## config.mk

```make
export PLATFORM = sky130hd
export DESIGN_NAME = acc8_core
export DESIGN_NICKNAME = d
export VERILOG_FILES = /design/src/rtl/acc8_pkg.sv /design/src/rtl/acc8_decode.sv /design/src/rtl/acc8_alu.sv /design/src/rtl/acc8_core.sv
export SDC_FILE = /design/constraint.sdc
export NUM_CORES = 1
export LEC_CHECK = 0
export BUFFER_PORTS_ARGS = -buffer_cell sky130_fd_sc_hd__buf_2
export CORE_MARGIN = 2
export CORE_UTILIZATION = 25
export DETAILED_ROUTE_END_ITERATION = 10
export HOLD_SLACK_MARGIN = 0.02
export PLACE_DENSITY_LB_ADDON = 0.1
export SLEW_MARGIN = 20
export SYNTH_ARGS = -nofsm -noshare
export SYNTH_HDL_FRONTEND = slang
export SYNTH_HIERARCHICAL = 1
export SYNTH_SLANG_ARGS = --single-unit
```

## constraint.sdc

```tcl
create_clock -name clk -period 7.32 [get_ports clk]
set_input_delay 1.098 -clock clk [delete_from_list [all_inputs] [get_ports clk]]
set_output_delay 1.098 -clock clk [all_outputs]
set_load 0.02 [all_outputs]
```

## src/rtl/acc8_pkg.sv

```systemverilog
package acc8_pkg;

  typedef enum logic [3:0] {
    ST_FETCH, ST_DEC, ST_ADRH, ST_EXEC, ST_OPER,
    ST_PUSHW, ST_RETH, ST_CALLH, ST_CALLL
  } state_e;

  typedef enum logic [3:0] {
    AO_PASS, AO_ADD, AO_ADC, AO_SUB, AO_AND, AO_OR, AO_XOR,
    AO_INC, AO_DEC, AO_NOT, AO_NEG, AO_CLR, AO_SLL, AO_SRL
  } alu_op_e;

  typedef enum logic [3:0] {
    K_NOP, K_IMPL, K_IMM, K_DIR, K_ST, K_JMP, K_CALL,
    K_RET, K_PUSH, K_POP, K_LDSP, K_IN, K_OUT
  } kind_e;

  typedef enum logic [2:0] {CD_ALL, CD_Z, CD_NZ, CD_C, CD_NC} cond_e;

  typedef struct packed {
    kind_e   kind;
    alu_op_e op;
    logic    wr_a;
    logic    set_c;
    logic    set_zs;
    cond_e   cond;
  } dec_t;

endpackage

```

## src/rtl/acc8_decode.sv

```systemverilog
module acc8_decode
  import acc8_pkg::*;
#(
  parameter int DATA_W = 8
) (
  input  logic [DATA_W-1:0] opc,
  output dec_t              dec
);

  always_comb begin
    dec = '{kind: K_NOP, op: AO_PASS, wr_a: 1'b0, set_c: 1'b0,
            set_zs: 1'b0, cond: CD_ALL};
    if (opc[7:4] == 4'h1 || opc[7:4] == 4'h2) begin
      if (opc[3] == 1'b0) begin
        dec.kind   = (opc[7:4] == 4'h1) ? K_IMM : K_DIR;
        dec.wr_a   = (opc[2:0] != 3'd4);
        dec.set_c  = (opc[2:0] != 3'd0);
        dec.set_zs = (opc[2:0] != 3'd0);
        case (opc[2:0])
          3'd0:    dec.op = AO_PASS;
          3'd1:    dec.op = AO_ADD;
          3'd2:    dec.op = AO_ADC;
          3'd3:    dec.op = AO_SUB;
          3'd4:    dec.op = AO_SUB;
          3'd5:    dec.op = AO_AND;
          3'd6:    dec.op = AO_OR;
          default: dec.op = AO_XOR;
        endcase
      end else if (opc == 8'h28) begin
        dec.kind = K_ST;
      end
    end else begin
      case (opc)
        8'h01, 8'h02, 8'h03, 8'h04, 8'h05, 8'h06, 8'h07: begin
          dec.kind   = K_IMPL;
          dec.wr_a   = 1'b1;
          dec.set_zs = 1'b1;
          dec.set_c  = (opc[2:0] > 3'd3);
          case (opc[2:0])
            3'd1:    dec.op = AO_INC;
            3'd2:    dec.op = AO_DEC;
            3'd3:    dec.op = AO_NOT;
            3'd4:    dec.op = AO_NEG;
            3'd5:    dec.op = AO_CLR;
            3'd6:    dec.op = AO_SLL;
            default: dec.op = AO_SRL;
          endcase
        end
        8'h30: dec.kind = K_JMP;
        8'h31: begin dec.kind = K_JMP; dec.cond = CD_Z;  end
        8'h32: begin dec.kind = K_JMP; dec.cond = CD_NZ; end
        8'h33: begin dec.kind = K_JMP; dec.cond = CD_C;  end
        8'h34: begin dec.kind = K_JMP; dec.cond = CD_NC; end
        8'h35: dec.kind = K_CALL;
        8'h36: dec.kind = K_RET;
        8'h40: dec.kind = K_PUSH;
        8'h41: dec.kind = K_POP;
        8'h42: dec.kind = K_LDSP;
        8'h50: dec.kind = K_IN;
        8'h51: dec.kind = K_OUT;
        default: dec.kind = K_NOP;
      endcase
    end
  end

endmodule

```

## src/rtl/acc8_alu.sv

```systemverilog
module acc8_alu
  import acc8_pkg::*;
#(
  parameter int DATA_W = 8
) (
  input  alu_op_e           op,
  input  logic [DATA_W-1:0] a,
  input  logic [DATA_W-1:0] b,
  input  logic              cin,
  output logic [DATA_W-1:0] res,
  output logic              cout
);

  localparam logic [DATA_W:0] ONE_X = (DATA_W+1)'(1);

  logic [DATA_W:0] ax, bx;
  assign ax = {1'b0, a};
  assign bx = {1'b0, b};

  always_comb begin
    res  = b;
    cout = cin;
    case (op)
      AO_ADD: {cout, res} = ax + bx;
      AO_ADC: {cout, res} = ax + bx + (DATA_W+1)'(cin);
      AO_SUB: {cout, res} = ax - bx;
      AO_AND: begin res = a & b; cout = 1'b0; end
      AO_OR:  begin res = a | b; cout = 1'b0; end
      AO_XOR: begin res = a ^ b; cout = 1'b0; end
      AO_INC: res = a + DATA_W'(1);
      AO_DEC: res = a - DATA_W'(1);
      AO_NOT: res = ~a;
      AO_NEG: {cout, res} = ({(DATA_W+1){1'b0}} - ax) & {ONE_X[0], {DATA_W{1'b1}}};
      AO_CLR: begin res = '0; cout = 1'b0; end
      AO_SLL: {cout, res} = {a, 1'b0};
      AO_SRL: {res, cout} = {1'b0, a};
      default: begin res = b; cout = cin; end
    endcase
  end

endmodule

```

## src/rtl/acc8_core.sv

```systemverilog
module acc8_core #(
  parameter int DATA_W = 8,
  parameter int ADDR_W = 16
) (
  input  logic              clk,
  input  logic              rst,
  output logic [ADDR_W-1:0] mem_addr,
  output logic [DATA_W-1:0] mem_wdata,
  output logic              mem_we,
  input  logic [DATA_W-1:0] mem_rdata,
  output logic [DATA_W-1:0] io_addr,
  output logic [DATA_W-1:0] io_wdata,
  output logic              io_we,
  output logic              io_re,
  input  logic [DATA_W-1:0] io_rdata
);
  import acc8_pkg::*;

  localparam logic [ADDR_W-1:0] ONE_A = ADDR_W'(1);
  localparam logic [ADDR_W-1:0] TWO_A = ADDR_W'(2);

  state_e            state_q;
  logic [ADDR_W-1:0] pc_q, sp_q, mar_q;
  logic [DATA_W-1:0] a_q, ir_q, t_q;
  logic              z_q, c_q, s_q;
  dec_t              dec;
  logic [DATA_W-1:0] alu_res;
  logic              alu_c, take, alu_go;

  acc8_decode #(.DATA_W(DATA_W)) u_dec (.opc(ir_q), .dec(dec));

  acc8_alu #(.DATA_W(DATA_W)) u_alu (
    .op(dec.op), .a(a_q), .b(t_q), .cin(c_q), .res(alu_res), .cout(alu_c)
  );

  always_comb begin
    case (dec.cond)
      CD_ALL:  take = 1'b1;
      CD_Z:    take = z_q;
      CD_NZ:   take = !z_q;
      CD_C:    take = c_q;
      CD_NC:   take = !c_q;
      default: take = 1'b0;
    endcase
  end

  assign alu_go = (state_q == ST_DEC && dec.kind == K_IMPL) ||
                  (state_q == ST_OPER && (dec.kind == K_IMM || dec.kind == K_DIR));

  // one address per cycle, chosen by the step
  always_comb begin
    case (state_q)
      ST_DEC:  mem_addr = (dec.kind == K_RET || dec.kind == K_POP) ? sp_q : pc_q;
      ST_EXEC: mem_addr = mar_q;
      ST_PUSHW, ST_RETH, ST_CALLH, ST_CALLL: mem_addr = sp_q;
      default: mem_addr = pc_q;
    endcase
  end

  assign mem_we = (state_q == ST_EXEC && dec.kind == K_ST) || state_q == ST_PUSHW ||
                  state_q == ST_CALLH || state_q == ST_CALLL;
  assign mem_wdata = (state_q == ST_CALLH) ? pc_q[ADDR_W-1:DATA_W] :
                     (state_q == ST_CALLL) ? pc_q[DATA_W-1:0] : a_q;
  assign io_addr  = t_q;
  assign io_wdata = a_q;
  assign io_we    = (state_q == ST_OPER && dec.kind == K_OUT);
  assign io_re    = (state_q == ST_OPER && dec.kind == K_IN);

  always_ff @(posedge clk) begin
    if (rst) begin
      state_q <= ST_FETCH;
      pc_q <= '0; sp_q <= '0; mar_q <= '0;
      a_q <= '0; ir_q <= '0; t_q <= '0;
      z_q <= 1'b0; c_q <= 1'b0; s_q <= 1'b0;
    end else begin
      if (alu_go) begin
        if (dec.wr_a) a_q <= alu_res;
        if (dec.set_c) c_q <= alu_c;
        if (dec.set_zs) begin
          z_q <= (alu_res == '0);
          s_q <= alu_res[DATA_W-1];
        end
      end
      state_q <= ST_FETCH;
      case (state_q)
        ST_FETCH: begin
          ir_q <= mem_rdata; pc_q <= pc_q + ONE_A; state_q <= ST_DEC;
        end
        ST_DEC: begin
          case (dec.kind)
            K_IMM, K_IN, K_OUT: begin
              t_q <= mem_rdata; pc_q <= pc_q + ONE_A; state_q <= ST_OPER;
            end
            K_DIR, K_ST, K_JMP, K_CALL, K_LDSP: begin
              mar_q[DATA_W-1:0] <= mem_rdata; pc_q <= pc_q + ONE_A; state_q <= ST_ADRH;
            end
            K_PUSH: begin sp_q <= sp_q - ONE_A; state_q <= ST_PUSHW; end
            K_POP:  begin a_q <= mem_rdata; sp_q <= sp_q + ONE_A; end
            K_RET: begin
              mar_q[DATA_W-1:0] <= mem_rdata; sp_q <= sp_q + ONE_A; state_q <= ST_RETH;
            end
            default: ;
          endcase
        end
        ST_ADRH: begin
          mar_q[ADDR_W-1:DATA_W] <= mem_rdata; pc_q <= pc_q + ONE_A; state_q <= ST_EXEC;
        end
        ST_EXEC: begin
          case (dec.kind)
            K_DIR:  begin t_q <= mem_rdata; state_q <= ST_OPER; end
            K_JMP:  if (take) pc_q <= mar_q;
            K_CALL: begin sp_q <= sp_q - ONE_A; state_q <= ST_CALLH; end
            K_LDSP: sp_q <= mar_q;
            default: ;
          endcase
        end
        ST_OPER:  if (dec.kind == K_IN) a_q <= io_rdata;
        ST_RETH:  begin pc_q <= {mem_rdata, mar_q[DATA_W-1:0]}; sp_q <= sp_q + ONE_A; end
        ST_CALLH: begin sp_q <= sp_q - ONE_A; state_q <= ST_CALLL; end
        ST_CALLL: pc_q <= mar_q;
        default: ;
      endcase
    end
  end


  reset_state_chk: assert property (@(posedge clk)
    rst |=> (state_q == ST_FETCH && pc_q == '0 && sp_q == '0 && a_q == '0));


  fetch_step_chk: assert property (@(posedge clk) disable iff (rst)
    (state_q == ST_FETCH) |=> (pc_q == $past(pc_q) + ONE_A && state_q == ST_DEC));


  jump_fallthru_chk: assert property (@(posedge clk) disable iff (rst)
    (state_q == ST_EXEC && dec.kind == K_JMP && !take) |=> (pc_q == $past(pc_q)));


  push_sp_chk: assert property (@(posedge clk) disable iff (rst)
    (state_q == ST_DEC && dec.kind == K_PUSH) |=> (sp_q == $past(sp_q) - ONE_A && mem_we));


  call_sp_chk: assert property (@(posedge clk) disable iff (rst)
    (state_q == ST_CALLL) |-> (sp_q == $past(sp_q, 2) - TWO_A));


  one_access_chk: assert property (@(posedge clk) disable iff (rst)
    $countones({mem_we, io_we, io_re}) <= 1);

endmodule

```

======== Word-level counts from Yosys, hierarchy flattened ========
Cells that the tools add are included.
word-level totals
  output and inout bits ................... 43
  bits of input ports ..................... 18
  flip-flop bits (word level) ............. 78
  logic and storage cells ................. 173
cells by class
  equal/unequal tests ..................... 73
  order comparisons ....................... 1
  add/sub/neg operators ................... 9
  reductions and logical operators ........ 40
  multiplexer cells ....................... 36
  bitwise gates (word level) .............. 4
operators by type and width
  cell                                                 count
  one-hot mux 8 bit (13 select lines)                  1
  one-hot mux 16 bit (5 select lines)                  1
  equality test 8 x 6 -> 1 bit, second input constant  8
  two-way mux 16 bit                                   4
  two-way mux 8 bit                                    8
  one-hot mux 16 bit (2 select lines)                  2
  one-hot mux 16 bit (4 select lines)                  1
  equality test 4 x 3 -> 1 bit, second input constant  12
  equality test 4 bit, second input constant           12
  one-hot mux 16 bit (3 select lines)                  1
  equality test 8 x 7 -> 1 bit, second input constant  5
  one-hot mux 4 bit (9 select lines)                   1
  adder 16 x 1 -> 16 bit, second input constant        2
  equality test 8 x 3 -> 1 bit, second input constant  4
  one-hot mux 8 bit (2 select lines)                   2
  equality test 4 x 2 -> 1 bit, second input constant  7
  one-hot mux 3 bit (4 select lines)                   2
  one-hot mux 4 bit (6 select lines)                   1
  one-hot mux 4 bit (5 select lines)                   1
  one-hot mux 3 bit (6 select lines)                   1
  equality test 4 x 1 -> 1 bit, second input constant  4
  equality test 8 x 2 -> 1 bit, second input constant  2
  subtractor 16 x 1 -> 16 bit, second input constant   1
  equality test 3 x 2 -> 1 bit, second input constant  4
  49 further kinds                                     76

======== Logic depth before layout (Yosys ltp) ========
Gate-level depths: netlist (run 1).
  word-level depth ........................ 12
  mapped depth ............................ 19
  gate-level depth less buffers ........... 16

======== Cells and area by module ========
Netlist (run 1), hierarchy kept.
modules (own cells, without submodules)
  module       area each (µm²)  times used  sequential area each (µm²)  cells an instance
  acc8_core    5230.0           1           1561.5                      684
  acc8_alu     2087.0           1           0.0                         314
  acc8_decode  462.9            1           0.0                         72

======== Worst setup path before layout (run 1) ========
No wires, ideal clock.
  kind .................................... register -> output
  from .................................... register ir_q[6]
  to ...................................... output mem_addr[3]
  required time ........................... 6222 ps
  buffers on the path ..................... 2
  path slack .............................. 3508 ps
  data arrival time ....................... 2714 ps
  cell stages (with the launch flop) ...... 13
  cells stage by stage .................... dfxtp_1 -> buf_4 -> nor4b_4 -> nand3_1 -> a211o_1 -> o211ai_2 -> and4bb_2 -> or3_1 -> o2bb2ai_1 -> a21oi_1 -> buf_2 -> a222oi_1 -> inv_1
RTL lines
  item                      line             source
  start: declaration        acc8_core.sv:24  logic [DATA_W-1:0] a_q, ir_q, t_q;
  start signal: assignment  acc8_core.sv:73  a_q <= '0; ir_q <= '0; t_q <= '0;
  start signal: assignment  acc8_core.sv:87  ir_q <= mem_rdata; pc_q <= pc_q + ONE_A; state_q <= ST_DEC;
  end: declaration          acc8_core.sv:7   output logic [ADDR_W-1:0] mem_addr,

==> flow_metrics.tcl, run 1 <==
set metrics [dict create \
    synthTopCellsByArea "dfxtp_1 20%, nand2_1 5.9%, a21oi_1 5.9%" \
    post_cts_buffers 0 \
    timing.max_slew.rel_slack 0.326 \
    vdd_ir_drop_max_mv 0.133 \
    synthArstFlopShare 0 \
    power_leakage_nw 3.17 \
    reg2regPathDepth 14 \
    worstSkewPairLatency_ns 0.36 \
    first_pass_iters 7 \
    ys_types 93 \
    rsz0062_at_grt "false" \
    syn-num-nets 1121 \
    finalCritPeriodShare 0.698 \
    place.gp.congestion 0.859 \
    worstSetupEndpoint "mem_addr[12]" \
    dieHeight_um 180 \
    r2r_end "z_q$_SDFFE_PP0P_" \
    viasPerCell 5.62 \
    cts_made_buffers 9 \
    dp_cells 1455 \
    yosys.area.top_type "dfxtp_1" \
    port_buffers 60 \
    tns_ns 0 \
    grt_max_degree 72 \
    ys.warnings.count 6 \
    initial_core_util 0.254 \
    worstSetupPathType "reg -> out" \
    fillers 3460 \
    min_period_ns 5.11 \
    cp.arrival_ns 4.01 \
    die_x_um 180 \
    post_cts_resized 0 \
    final_common_cell "nand2_1" \
    drc_errors 0 \
    skew_ns 0.0124 \
    wirelength_um 32500 \
    final_cell_mix "122 x nand2_1, 101 x nor2_1, 90 x a21oi_1" \
    drive_gt1_frac 0.119 \
    final_nets 1121 \
    vias 8259 \
    end_kind "output pin" \
    place_hpwl_um 24100 \
    syn_to_final_growth_pct 10.6 \
    grt_pass1_vias 7871 \
    setup_viol 0 \
    ys.flop_type "dfxtp_1" \
    syn-cell-area_um2 7780 \
    drv_slew 0 \
    die_area_um2 32500 \
    regToRegSetupSlack_ns 2.62 \
    grt_use_met1 0.261 \
    grtUsageTotal 0.194 \
    antenna_found_initial 0 \
    synth-seq-cells 78 \
    fmax_mhz 196 \
    clockBufferDepth 2 \
    status "completed" \
    wl_per_cell_um 22.1 \
    gr-total-overflow 0 \
    pin_count 61 \
    r2r_start "ir_q[3]$_SDFFE_PP0P_" \
    n_antenna_cell 0 \
    hold_class "reg -> reg" \
    avgSynthCellArea_um2 7.27 \
    cts_sinks 78 \
    finalNonFillerCells 1470 \
    worstPathMaxFanout 16 \
    cts_tree "yes" \
    met2_usage 0.326 \
    p_per_area_nw_per_um2 204 \
    hold_viol 0 \
    rows 64 \
    cp.required_ns 6.22 \
    worst_pin_slew_ns 1.00 \
    htreeDepth 3 \
    holdBufCountCts 0 \
    drt_iter0_markers 702 \
    grt_pass1_wl_um 49500 \
    top_usage_layer "met2" \
    clockRootBuffer "clkbuf_16" \
    met3_usage 0.0228 \
    clk_pin_slew_ns 0.06 \
    antenna_left 0 \
    core_um2 30600 \
    synth_top_area_frac 0.201 \
    synthCells 1070 \
    ys_seq_area_frac 0.201 \
    crit_start "ir_q[4]$_SDFFE_PP0P_" \
    startpoint_type "flip-flop" \
    synth_edf_count 0 \
    cap_violations 0 \
]
==> through the flow <==
stage	cell area [um^2]	util	setup slack [ns]	hold WS (ns)	power, mW
2_1_floorplan	7780	-	3.51	0.433	1.04
3_3_place_gp	8280	0.271	2.32	0.512	1.27
3_5_place_dp	8280	0.271	2.21	0.509	1.25
4_1_cts	8590	0.281	1.83	0.520	1.76
5_1_grt	8610	0.281	1.91	0.542	1.85
6_report	8610	0.281	2.21	0.516	1.75
==> Yosys cell counts, drive strengths merged (8+ instances only) <==
| cell type | count |
|---|---|
| a32oi | 8 |
| nor2b | 10 |
| nor3 | 33 |
| xnor2 | 31 |
| and3 | 8 |
| inv | 55 |
| o32ai | 13 |
| nand4 | 12 |
| a221oi | 12 |
| buf | 38 |
| nor4 | 17 |
| nor2 | 103 |
| or3 | 15 |
| a31oi | 18 |
| o21ai | 43 |
| nand2b | 18 |
| dfxtp | 78 |
| nand2 | 122 |
| mux2i | 34 |
| a22oi | 21 |
| a21o | 8 |
| clkbuf | 45 |
| nor3b | 9 |
| o22ai | 23 |
| ha | 31 |
| a222oi | 17 |
| o31ai | 10 |
| xor2 | 12 |
| a21oi | 94 |
| nand3 | 29 |
==> critical path, stage by stage, from the launching register on <==
cell and delay, ns:
dfxtp_1 0.68, nor2b_1 0.20, a31oi_1 0.05, o22ai_1 0.76, and4bb_2 0.36, or3_1 0.32
o2bb2ai_1 0.14, a21oi_2 0.60, a222oi_1 0.26, inv_1 0.11, buf_2 0.17
==> power by group <==
group	switching, mW	leakage [nW]	internal [mW]
Clock	0.195	0.153	0.307
Sequential	0.0764	0.631	0.449
Combinational	0.463	2.39	0.262
==> how the worst min path moves through the flow <==
| stage | startpoint | depth (start not counted) | endpoint |
|---|---|---|---|
| after CTS | z_q$_SDFFE_PP0P_ | 2 | z_q$_SDFFE_PP0P_ |
| after global placement | z_q$_SDFFE_PP0P_ | 2 | z_q$_SDFFE_PP0P_ |
| after detailed placement | z_q$_SDFFE_PP0P_ | 2 | z_q$_SDFFE_PP0P_ |
| after global routing | z_q$_SDFFE_PP0P_ | 2 | z_q$_SDFFE_PP0P_ |
| final | z_q$_SDFFE_PP0P_ | 2 | z_q$_SDFFE_PP0P_ |
| after floorplan | ir_q[1]$_SDFFE_PP0P_ | 2 | ir_q[1]$_SDFFE_PP0P_ |
==> layer usage <==
metal | part of all wire | up-vias
li1 | - | 3957
met1 | 0.46 | 4015
met2 | 0.48 | 247
met3 | 0.038 | 40
met4 | 0.023 | 0
met5 | 0 | -
==> final cells by class <==
class | instances | area (um^2) | area share
timing repair buffer | 72 | 390 | 0.0454
multi-input combinational | 853 | 5630 | 0.655
sequential | 78 | 1560 | 0.181
inverter | 56 | 210 | 0.0244
clock buffer | 12 | 246 | 0.0286
tap | 396 | 495 | 0.0576
clock inverter | 3 | 68.8 | 0.00800
==> cell families (layout without fill, tap and decap cells) <==
kind of cell    after synthesis  count (layout)  share of synthesized area
simple gates                416             416                      0.279
compound gates              325             325                      0.291
buf+inv                     139             143                     0.0798
flops                        78              78                      0.201
xor+xnor                     43              43                     0.0484
mux                          36              36                     0.0466
fa+ha+maj                    33              33                     0.0550
==> state kept, by name, summed over array words and instances (netlist names) <==
name and flops:
z_q 1, ir_q 8, pc_q 16, io_wdata 8
io_addr 8, state_q 4, mar_q 16, sp_q 16
c_q 1
No activity file was read; power rests on OpenSTA's default activity.
==> run 2, diff against run 1 <==
- clock period: 7.32 -> 5.3 ns (I/O delays scaled with it)
==> run 2 against run 1 <==
Net effect:
- non-clock buffer count is 7 higher
- sequential power is 38% higher
- flip-flop and latch count stayed put
- count of clock-buffer cells in the layout is 3 lower
- critical endpoint unchanged
- highest routed layer unchanged
==> flow_metrics.tcl, run 2 (synthesis results as in run 1) <==
set metrics [dict create \
    drc_errors 0 \
    power_switching_mw 1.05 \
    power_leakage_nw 3.21 \
    viasPerCell 5.57 \
    clockRootBuffer "clkbuf_16" \
    dp_cells 1462 \
    crit_start "ir_q[0]$_SDFFE_PP0P_" \
    cts_made_buffers 9 \
    rsz0062_at_grt "false" \
    post_cts_buffers 0 \
    hold_class "reg -> reg" \
    min_period_ns 4.49 \
    skew_ns 0.0137 \
    hold_viol 0 \
    p_per_area_nw_per_um2 278 \
    fmax_mhz 223 \
    clockBufferDepth 2 \
    syn_to_final_growth_pct 11.1 \
    dpl-instance-area_um2 8340 \
    r2r_end "z_q$_SDFFE_PP0P_" \
    rows 64 \
    port_buffers 60 \
    antenna_left 0 \
    first_pass_iters 6 \
    cp.required_ns 4.51 \
    drt_iter0_markers 651 \
    internal-power_mw 1.36 \
    n_antenna_cell 0 \
    drv_slew 0 \
    dieHeight_um 180 \
    place.gp.congestion 0.820 \
    seq_power_share 0.302 \
    final_cell_mix "122 x nand2_1, 102 x nor2_1, 91 x a21oi_1" \
    worstSkewPairLatency_ns 0.35 \
    setup_viol 0 \
    fillers 3433 \
    grt_pass1_vias 8079 \
    initial_core_util 0.254 \
    wl_per_cell_um 21.9 \
    die_x_um 180 \
    final_common_cell "nand2_1" \
    finalNonFillerCells 1478 \
    core_um2 30600 \
    grt_max_degree 56 \
    design_area_um2 8650 \
    tns_ns 0 \
    place_hpwl_um 24400 \
    drive_gt1_frac 0.127 \
    pin_count 61 \
    startpoint_type "flip-flop" \
    worstSetupPathType "reg -> out" \
    grtUsageTotal 0.197 \
    post_cts_resized 0 \
    finalPower_mw 2.41 \
    vdd_ir_drop_max_mv 0.132 \
    antenna_found_initial 0 \
    r2r_start "ir_q[4]$_SDFFE_PP0P_" \
    die_area_um2 32500 \
    htreeDepth 3 \
    worstPathMaxFanout 17 \
    end_kind "output pin" \
    worst_pin_slew_ns 1.00 \
    biggestRegsByFlops "mar_q: 16 flops, pc_q: 16 flops, sp_q: 16 flops" \
    cp.arrival_ns 3.69 \
    wirelength_um 32400 \
    clkPwrFrac 0.279 \
    timing.max_slew.rel_slack 0.325 \
    holdBufCountCts 0 \
    worstSetupEndpoint "mem_addr[12]" \
    vias 8236 \
    gr-total-overflow 0 \
    status "completed" \
    regToRegSetupSlack_ns 1.03 \
    finalCritPeriodShare 0.847 \
    cts_tree "yes" \
    p_sw_frac 0.435 \
    cap_violations 0 \
    clk_pin_slew_ns 0.06 \
    grt_pass1_wl_um 50700 \
    cts_sinks 78 \
    combPwrFrac 0.419 \
    reg2regPathDepth 15 \
    final_nets 1128 \
]
-- run 2: cell type report --
| type | instances | area (um^2) | area share |
|---|---|---|---|
| inverter | 56 | 210 | 0.0243 |
| timing repair buffer | 79 | 443 | 0.0512 |
| sequential | 78 | 1560 | 0.181 |
| multi-input combinational | 853 | 5630 | 0.651 |
| clock inverter | 7 | 78.8 | 0.00912 |
| tap | 396 | 495 | 0.0573 |
| clock buffer | 9 | 225 | 0.0260 |
-- run 2: metal layers --
layer / global-route usage / vias up / routed length, um
li1: - / 3968 / -
met1: 0.263 / 4007 / 14800
met2: 0.336 / 227 / 15600
met3: 0.0277 / 34 / 1370
met4: 0.0445 / 0 / 546
met5: 0 / - / 0
-- run 2: worst max-delay path, stage by stage, from the launching register on --
cell and delay (ns):
dfxtp_1 0.50, or3_4 0.47, a21oi_1 0.15, mux2i_1 0.10, o211ai_2 0.47, and4bb_2 0.33, or2_2 0.31, nor2_1 0.13
o41ai_2 0.09, buf_4 0.22, a222oi_1 0.30, inv_1 0.09, buf_2 0.17
-- run 2: worst min path at each step --
stage / startpoint / end / slack (ns) / cells past startpoint
after floorplan: ir_q[1]$_SDFFE_PP0P_ / ir_q[1]$_SDFFE_PP0P_ / 0.43 / 2
after global placement: z_q$_SDFFE_PP0P_ / z_q$_SDFFE_PP0P_ / 0.51 / 2
after detailed placement: z_q$_SDFFE_PP0P_ / z_q$_SDFFE_PP0P_ / 0.51 / 2
after CTS: z_q$_SDFFE_PP0P_ / z_q$_SDFFE_PP0P_ / 0.52 / 2
after global routing: z_q$_SDFFE_PP0P_ / z_q$_SDFFE_PP0P_ / 0.55 / 2
final: z_q$_SDFFE_PP0P_ / z_q$_SDFFE_PP0P_ / 0.52 / 2
-- run 2: metrics by stage --
step	worst slack, ns	util	hold WS, ns
3_3_place_gp	1.23	0.272	0.510
2_1_floorplan	1.64	-	0.433
5_1_grt	0.527	0.283	0.547
4_1_cts	0.820	0.282	0.520
3_5_place_dp	1.12	0.272	0.511
6_report	0.811	0.283	0.519
-- run 2: power by group through the flow --
stage          combinational [mW]  clock (mW)  sequential [mW]
4_1_cts                      1.00       0.689            0.727
3_3_place_gp                 1.01           0            0.743
2_1_floorplan               0.766           0            0.670
6_report                     1.01       0.671            0.726
3_5_place_dp                0.995           0            0.740
5_1_grt                      1.11       0.714            0.736
==> run 3, diff against run 2 <==
- clock period: 5.3 -> 3.73 ns (I/O delays scaled with it)
==> run 3 against run 2 <==
Net effect:
- the flow now finishes with violations (negative setup slack)
- global-route usage rose by 0.47 points
- die area did not move
- clock power rose by 39%
- hold slack got worse by 0.019 ns
==> flow_metrics.tcl, run 3 (synthesis results as in run 1) <==
set metrics [dict create \
    hold_class "reg -> reg" \
    antenna_left 0 \
    startpoint_type "flip-flop" \
    r2r_start "ir_q[7]$_SDFFE_PP0P_" \
    drv_slew 0 \
    post-route-util 0.316 \
    die_area_um2 32500 \
    core_um2 30600 \
    gr-total-overflow 0 \
    grt_max_degree 56 \
    crit_start "ir_q[7]$_SDFFE_PP0P_" \
    drc_errors 0 \
    status "complete, but fails checks" \
    n_antenna_cell 0 \
    finalPower_mw 3.72 \
    place.gp.congestion 0.850 \
    timing.max_slew.rel_slack 0.365 \
    htreeDepth 3 \
    cp.required_ns 3.17 \
    drt_iter0_markers 718 \
    worstSkewPairLatency_ns 0.36 \
    drive_gt1_frac 0.217 \
    first_pass_iters 6 \
    initial_core_util 0.254 \
    dieHeight_um 180 \
    cts_tree "yes" \
    wl_per_cell_um 21.7 \
    rows 64 \
    violations "negative setup slack" \
    cp.arrival_ns 3.22 \
    min_period_ns 3.78 \
    finalCritPeriodShare 1.01 \
    grt_pass1_wl_um 51600 \
    holdCritStartpoint "z_q$_SDFFE_PP0P_" \
    worst_slack_ns -0.0500 \
    skew_ns 0.0182 \
    p_per_area_nw_per_um2 385 \
    rsz0062_at_grt "true" \
    antenna_found_initial 0 \
    port_buffers 60 \
    viasPerCell 5.55 \
    hold_viol 0 \
    clockRootBuffer "clkbuf_16" \
    grt_pass1_vias 8408 \
    dpl-instance-area_um2 8890 \
    final_nets 1225 \
    place_hpwl_um 25100 \
    wirelength_um 34100 \
    fmax_mhz 265 \
    end_kind "output pin" \
    power_leakage_nw 3.74 \
    cap_violations 0 \
    vias 8738 \
    die_x_um 180 \
    vdd_ir_drop_max_mv 0.190 \
    worstSetupPathType "reg -> out" \
    final_common_cell "nand2_1" \
    cts_made_buffers 9 \
    final_cell_mix "122 x nand2_1, 103 x buf_4, 100 x nor2_1" \
    holdBufCountCts 0 \
    worstPathMaxFanout 8 \
    setup_viol 10 \
    worst_pin_slew_ns 0.944 \
    clockBufferDepth 2 \
    clk_pin_slew_ns 0.07 \
    biggestRegsByFlops "mar_q: 16 flops, pc_q: 16 flops, sp_q: 16 flops" \
    grtUsageTotal 0.202 \
    cts_sinks 78 \
    pin_count 61 \
    design_area_um2 9660 \
    syn_to_final_growth_pct 24.2 \
]
## run 3: cell count changes in the layout (fill, tap and decap cells not counted), sizes merged
cell      before  now
bufinv         1    0
inv           58   61
clkbuf         9   11
clkinv         4    1
buf           79  174
clkinvlp       0    1
## run 3: area by class of cell
class / instances / area (um^2)
Inverter: 56 / 210
Sequential cell: 78 / 1580
Tap cell: 396 / 495
Fill cell: 3358 / 20900
Multi-Input combinational cell: 853 / 5760
Timing Repair Buffer: 176 / 1320
Clock buffer: 9 / 225
Clock inverter: 7 / 70.1
## run 3: where the power goes
| part | total, mW | internal, mW | leakage [nW] | switching, mW |
|---|---|---|---|---|
| Sequential | 0.979 | 0.883 | 0.635 | 0.0958 |
| Clock | 0.936 | 0.476 | 0.144 | 0.460 |
| Combinational | 1.81 | 0.740 | 2.96 | 1.07 |
## run 3: per-stage QoR
step	instances	worst slack (ns)	setup TNS [ns]	hold slack [ns]
detailed placement	1532	0.102	0	0.495
finish	1575	-0.0500	-0.220	0.500
global route	1575	-0.193	-3.13	0.536
global placement	1532	0.139	0	0.494
CTS	1569	-0.0407	-0.251	0.506
floorplan	1070	0.0732	0	0.433
## run 3: worst paths after layout
kind                          end  slack, ns  cells past startpoint
min              z_q$_SDFFE_PP0P_       0.50                      2
min reg2reg      z_q$_SDFFE_PP0P_       0.50                      2
max                  mem_addr[12]      -0.05                     13
max reg2reg  pc_q[1]$_SDFFE_PP0P_       0.02                     23
## run 3: timing repair
item                                    4_1_cts  5_1_grt
endpoints found under the setup margin       16       34
pin swaps                                    10       32
resized for setup                            28       34
cloned                                        1        3
setup buffers                                20        5
## run 3: metal layers
metal / wire length [um] / GRT usage
met1: 15200 / 0.265
met2: 16500 / 0.345
met3: 1480 / 0.0210
met4: 1000 / 0.0632
met5: 0 / 0
## run 3: worst max-delay path, stage by stage, from the launching register on
cell and delay [ns]:
dfxtp_4 0.37, nor4b_4 0.31, nand3_2 0.14, a211o_1 0.33
o211ai_2 0.10, and4bb_2 0.27, buf_6 0.12, or3_4 0.33
o2bb2ai_4 0.14, a21oi_4 0.20, buf_6 0.16, a222oi_1 0.11
inv_1 0.16, buf_6 0.13
